===== config.mk =====
export PLATFORM = sky130hd
export DESIGN_NAME = pq_page_ctl
export DESIGN_NICKNAME = d
export VERILOG_FILES = /design/src/rtl/pq_page_ctl.sv
export SDC_FILE = /design/constraint.sdc
export NUM_CORES = 1
export LEC_CHECK = 0
export BUFFER_PORTS_ARGS = -buffer_cell sky130_fd_sc_hd__buf_2
export CORE_MARGIN = 1
export CORE_UTILIZATION = 40
export DETAILED_ROUTE_END_ITERATION = 6
export PLACE_DENSITY = 0.67
export SLEW_MARGIN = 20
export SYNTH_ARGS = -nofsm -noshare
export SYNTH_HDL_FRONTEND = slang
export SYNTH_SLANG_ARGS = --single-unit

===== constraint.sdc =====
create_clock -name clk -period 3.1 [get_ports clk]
set_input_delay 0 -clock clk [delete_from_list [all_inputs] [get_ports clk]]
set_output_delay 0 -clock clk [all_outputs]
set_load 0.02 [all_outputs]

===== src/rtl/pq_page_ctl.sv =====
module pq_page_ctl #(
  parameter int NUM_Q      = 16,
  parameter int PAGE_SHIFT = 12,
  parameter int ADDR_W     = 20,
  localparam int QW        = $clog2(NUM_Q)
) (
  input  logic              clk,
  input  logic              rst_n,
  input  logic              acc_valid,
  input  logic              acc_write,
  input  logic [ADDR_W-1:0] acc_addr,
  input  logic [3:0]        acc_size,
  input  logic [NUM_Q-1:0]  queue_enable,
  output logic              rd_valid,
  output logic [63:0]       rd_data,
  output logic              notify_valid,
  output logic [QW-1:0]     notify_queue,
  output logic              notify_esc,
  output logic              upd_valid,
  output logic [QW-1:0]     upd_queue,
  output logic              upd_esc,
  output logic [1:0]        upd_pq
);

  localparam int IW = ADDR_W - PAGE_SHIFT - 1;

  if (PAGE_SHIFT != 12 && PAGE_SHIFT != 16) begin : g_bad_shift
    $error("PAGE_SHIFT must be 12 or 16");
  end

  logic [1:0] pq_n [NUM_Q];
  logic [1:0] pq_e [NUM_Q];

  logic [IW-1:0] qidx;
  logic [11:0]   off;
  logic          page_esc, in_range, hit;
  logic [QW-1:0] qsel;
  logic [1:0]    cur, nxt, ret;
  logic          fwd, known, commit, change;

  assign qidx     = acc_addr[ADDR_W-1:PAGE_SHIFT+1];
  assign page_esc = acc_addr[PAGE_SHIFT];
  assign off      = acc_addr[11:0];
  assign in_range = 32'(qidx) < NUM_Q;
  assign qsel     = in_range ? qidx[QW-1:0] : '0;
  assign hit      = acc_valid && in_range && queue_enable[qsel] && acc_size == 4'd8;
  assign cur      = page_esc ? pq_e[qsel] : pq_n[qsel];

  function automatic logic [1:0] trig_next(input logic [1:0] s);
    return (s == 2'b00) ? 2'b10 : 2'b11;
  endfunction

  function automatic logic [1:0] eoi_next(input logic [1:0] s);
    return (s == 2'b11) ? 2'b10 : 2'b00;
  endfunction

  always_comb begin
    nxt   = cur;
    ret   = 2'b00;
    fwd   = 1'b0;
    known = 1'b1;
    if (!acc_write) begin
      case (off[11:10])
        2'b00, 2'b01: begin nxt = eoi_next(cur); ret = {1'b0, cur[0]}; end
        2'b10:        ret = cur;
        default:      begin nxt = off[9:8]; ret = cur; end
      endcase
    end else begin
      case (off[11:10])
        2'b00:   begin nxt = trig_next(cur); fwd = (cur == 2'b00); end
        2'b01:   begin nxt = eoi_next(cur);  fwd = cur[0]; end
        2'b10:   fwd = !page_esc;
        default: known = 1'b0;
      endcase
    end
  end

  assign commit = hit && known;
  assign change = commit && (nxt != cur);

  always_ff @(posedge clk) begin
    if (!rst_n) begin
      for (int i = 0; i < NUM_Q; i++) begin
        pq_n[i] <= 2'b00;
        pq_e[i] <= 2'b00;
      end
      rd_valid     <= 1'b0;
      rd_data      <= '0;
      notify_valid <= 1'b0;
      notify_queue <= '0;
      notify_esc   <= 1'b0;
      upd_valid    <= 1'b0;
      upd_queue    <= '0;
      upd_esc      <= 1'b0;
      upd_pq       <= 2'b00;
    end else begin
      rd_valid     <= acc_valid && !acc_write;
      notify_valid <= commit && fwd;
      upd_valid    <= change;
      if (acc_valid && !acc_write)
        rd_data <= commit ? {62'd0, ret} : '1;
      if (commit && fwd) begin
        notify_queue <= qsel;
        notify_esc   <= page_esc;
      end
      if (change) begin
        if (page_esc) pq_e[qsel] <= nxt;
        else          pq_n[qsel] <= nxt;
        upd_queue <= qsel;
        upd_esc   <= page_esc;
        upd_pq    <= nxt;
      end
    end
  end

endmodule


* Word-level counts from Yosys, hierarchy flattened
Memories as Yosys holds them, arrays and structs flattened. Cells that the tools add are included.
Operators by class: $add $sub $neg 0, multiply operators 0, div/mod/pow operators 0, magnitude comparators 2, eq/ne operators 5, shift operators 0, multiplexer cells 31, bitwise gates (word level) 0, reductions and logical operators 15
Operators by type and width (count):
- two-way mux 64 bit | 1
- two-way mux 1 bit | 16
- two-way mux 2 bit | 7
- two-way mux 4 bit | 3
- case mux 2 bit (2 select lines) | 2
- logical AND 1 bit | 7
- less-than comparator 7 x 5 -> 1 bit (second input constant) | 1
- OR reduction 2 bit | 3
- less-than comparator 4 x 5 -> 1 bit (second input constant) | 1
- binary-select mux 1 bit (select 4 bit) | 1
- == test 2 bit (second input constant) | 2
- == test 4 bit (second input constant) | 1
- logical NOT 2 bit | 2
- case mux 1 bit (3 select lines) | 1
- OR reduction 3 bit | 1
- == test 2 x 1 -> 1 bit (second input constant) | 1
- logical NOT 1 bit | 2
- != test 2 bit | 1
Word-level totals: flip-flop bits (word level) 79, latch bits 0, RAM bits 64, ROM bits 0, input port bits 44, output and inout port bits 79, memories 2
Memories:
- pq_e | depth 16, bits a word 2, read ports 1, clocked after memory_dff 0, wr ports 16, RTL line 32 | logic [1:0] pq_e [NUM_Q];
- pq_n | depth 16, bits a word 2, read ports 1, clocked after memory_dff 0, wr ports 16, RTL line 31 | logic [1:0] pq_n [NUM_Q];

* Logic depth before layout (Yosys ltp)
An unclocked memory read counts as a cell.
depth after elaboration 15, mapped depth 14

* Worst setup path before layout
Ideal clock, no wire load.
path kind input-to-reg, from in acc_addr[13], to mem pq_e[13][0] (enable), library setup time 0.313 ns, arrival time 2.702 ns, path slack 0.085 ns, stages on the path 14, buffers on the path 5, path through buf_4 > or3b_1 > buf_4 > or2_4 > buf_6 > o221ai_1 > a22oi_1 > a22oi_4 > or4b_1 > o211ai_2 > o21ai_2 > buf_6 > buf_6 > o21ai_1
RTL lines:
- start, declared | RTL line 11 | input logic [ADDR_W-1:0] acc_addr,
- end, declared | RTL line 32

==> flow_summary_export.csv <==
group,metric,value,unit
die,start_util,41.5,%
sta,post-route-period-util,93.4,%
die,die_w,112,microns
sta,max_slew_margin,31.6,%
power,powerDensity,484,mW/mm^2
detailed_routing,vias_per_cell,5.81,
detailed_routing,firstDrtPassIters,7,
sta,rsz0062_at_grt,"false",
die,io_pins,123,
synthesis,synth_edf_count,64,
sta,drv_slew,0,
synthesis,syn-instance-count,502,
detailed_routing,drcViolationCount,20,
clocking,cts_resized,0,
synthesis,synthArstFlopShare,0,%
global_routing,grt_overflow,0,
detailed_routing,top_layer_used,"met4",
detailed_routing,post_drt_wl_per_cell,18.0,microns
global_routing,grt_pass1_vias,3889,
setup_path,critPathMaxStageDelay,0.54,ns
die,row_count,39,
clocking,clk_pin_slew,0.06,ns
power,power_leakage,0.00233,uW
detailed_routing,drtIter0Drc,388,
die,dieArea,0.0125,sq mm
layout,area.growth.synth_to_final,17.5,%
layout,nNetsFinal,621,
detailed_routing,wirelength,13000,microns
layout,drive_above_1_share,33.5,%
clocking,clock-sinks,82,
setup_path,path_buf_inv,4,
sta,fin_ws,0.204,ns
clocking,clk_latency,0.34,ns
detailed_routing,ant_nets,0,
synthesis,synth_seq_cells,82,
die,core-area,0.0116,sq mm
global_routing,grt_use_total,21.8,%
clocking,post-cts-setup-buffers,0,
clocking,ctsHoldBuffers,0,
detailed_routing,num_vias,4212,
sta,hold_viol,0,
sta,setup_violations,0,
setup_path,start_kind,"primary input",
synthesis,synthFlopType,"edfxtp_1",
sta,final.setup_skew,0.00842,ns
clocking,cts_tree,"done",
sta,min_period,2.90,ns
layout,antenna_cells,0,
layout,final_cell_area,0.00564,sq mm
sta,fmax,345,MHz
clocking,cts_root_buffer,"clkbuf_16",
synthesis,synth_seq_area_share,47.5,%
place,dp_slack,-0.112,ns
power,peakVddDrop,278,uV
outcome,violations,"DRC",
detailed_routing,route.met2.wl,6020,microns
global_routing,grt_start_max_net_pins,63,
clocking,clockBufferDepth,2,
synthesis,syn_area_per_cell,9.57,sq um
setup_path,crit_family,"simple AND/OR/NAND/NOR gates",
layout,fill_cells,1036,
place,hpwl,9250,microns
global_routing,antenna_found_initial,0,
place,place_congestion,0.939,
run,maxCapViolations,0,
setup_path,end_kind,"flop",
setup_path,critPathMaxFanout,33,
sta,tightest_slew,1.02,ns
clocking,numCtsBuffers,9,
setup_path,critPathRequiredTime,3.10,ns
setup_path,crit_path_cell_trace,"buf_2, or4b_1, buf_4, nor2_1, o41a_1, a2111oi_0, buf_4, a22oi_4, or4b_1, o211ai_2, o21ai_2, buf_12, o21ai_0",
setup_path,path_class,"in2reg",
synthesis,syn_area,0.00480,sq mm
synthesis,synth_nets,546,
setup_path,critical_path.slowest_cell,"or4b_1",
outcome,status,"complete, but fails checks",
sta,holdWs,0.0600,ns
clocking,cts-htree-levels,3,
place,dpl_cell_area,0.00533,sq mm
global_routing,grt_pass1_wl,20800,microns
synthesis,synth_cell_types,57,
detailed_routing,route.met3.wl,1200,microns
hold_path,hp-class,"in2reg",
die,die_height,112,microns
setup_path,critPathArrivalTime,2.90,ns
place,io_buffer_count,114,
detailed_routing,met1Wirelength,5360,microns
synthesis,yosysWarnings,0,
-- per-layer routing --
| layer | GRT usage, % | vias to the layer above |
|---|---|---|
| li1 | - | 1921 |
| met1 | 28.3 | 1975 |
| met2 | 34.6 | 277 |
| met3 | 4.90 | 39 |
| met4 | 10.0 | 0 |
| met5 | 0 | - |
-- logic make-up after synthesis --
family / count (synthesis) / synth area share [%]
buf+inv: 103 / 13.9
simple gates: 193 / 19.0
compound gates: 96 / 13.6
flops: 82 / 47.5
mux: 28 / 5.91
-- area by class of cell --
class | count | area, sq um | share of cell area [%]
flip-flops and latches | 82 | 2280 | 40.4
multi-input cells | 317 | 1870 | 33.1
repair buffers | 163 | 988 | 17.5
clock buffers | 10 | 239 | 4.24
well taps | 143 | 179 | 3.17
clock inverters | 6 | 70.1 | 1.24
inverters | 4 | 15.0 | 0.266
-- worst reg2reg max path, stage by stage, from the launching register on --
cell,delay (ns)
edfxtp_1,0.32
mux2_2,0.17
o22ai_1,0.07
a221o_1,0.36
a211oi_1,0.17
buf_4,0.15
a22oi_4,0.06
or4b_1,0.53
o211ai_2,0.11
o21ai_2,0.09
buf_12,0.18
o21ai_0,0.35
-- where the power goes --
group          total, uW  internal [uW]  switching, uW
Sequential          1220           1210           11.6
Combinational        401            143            259
Clock               1110            656            452
-- worst paths after layout --
check | slack [ns] | cells after the start | end | from
max | 0.20 | 13 | pq_e[8][0] | acc_addr[17]
min | 0.06 | 3 | rd_data[1] | acc_addr[11]
max reg2reg | 0.20 | 11 | pq_e[8][0] | pq_n[10][1]
min reg2reg | 0.47 | 2 | upd_queue[3] | upd_queue[3]
-- through the flow --
stage,power [uW],setup TNS [ns],util [%],instances
floorplan,1550,0,-,502
global route,2830,0,48.8,725
CTS,2750,0,48.8,725
finish,2730,0,48.8,725
global placement,1640,-2.56,46.1,709
detailed placement,1650,-8.69,46.1,709
-- sequential cells by signal, summed over array words and instances, names as in the netlist --
register / cells
notify_valid: 1
upd_esc: 1
upd_queue: 4
notify_queue: 4
pq_e: 32
rd_valid: 1
upd_valid: 1
notify_esc: 1
rd_data: 3
pq_n: 32
upd_pq: 2
-- cells in the mapped netlist (2+ instances only) --
master	number	area (sq um)
a211oi_1	2	15.0
a21oi_1	5	25.0
a22oi_1	2	15.0
a22oi_4	2	42.5
a31oi_1	5	31.3
and2_1	2	12.5
and3_1	2	12.5
buf_2	16	80.1
buf_4	63	473
buf_6	3	33.8
clkbuf_1	15	56.3
dfxtp_1	18	360
edfxtp_1	64	1920
inv_1	4	15.0
mux2_2	3	33.8
mux2i_1	25	250
nand2_1	45	169
nand2b_1	7	43.8
nand3_1	21	105
nand4_1	2	12.5
nor2_1	47	176
nor2b_1	3	18.8
nor3_1	47	235
nor4_1	2	12.5
o211ai_2	2	25.0
o21ai_0	34	170
o21ai_1	9	45.0
o21ai_2	2	17.5
o21bai_1	2	15.0
o221ai_1	8	70.1
o22ai_1	10	62.6
or2_2	2	12.5
or3_1	2	12.5
or4b_1	3	30.0
-- placed cells by master (no fill, tap or decap), types with 2 or more instances in the layout --
| cell | count |
|---|---|
| nor4_1 | 2 |
| o21ai_0 | 34 |
| buf_12 | 4 |
| nand4_1 | 2 |
| a21oi_1 | 5 |
| a22oi_1 | 2 |
| o21ai_2 | 2 |
| a31oi_1 | 5 |
| inv_6 | 4 |
| edfxtp_1 | 64 |
| o21bai_1 | 2 |
| o22ai_1 | 10 |
| nand3_1 | 21 |
| a22oi_4 | 2 |
| or2_2 | 2 |
| nor2_1 | 46 |
| buf_4 | 45 |
| nand2b_1 | 7 |
| clkbuf_16 | 9 |
| nand2_1 | 45 |
| buf_2 | 114 |
| o211ai_2 | 2 |
| o21ai_1 | 9 |
| and2_1 | 2 |
| mux2i_1 | 25 |
| nor2b_1 | 3 |
| or4b_1 | 3 |
| o221ai_1 | 8 |
| or3_1 | 2 |
| nor3_1 | 47 |
| a211oi_1 | 2 |
| mux2_2 | 3 |
| and3_1 | 2 |
| dfxtp_1 | 18 |
| inv_1 | 4 |
(Power assumes the default switching activity.)
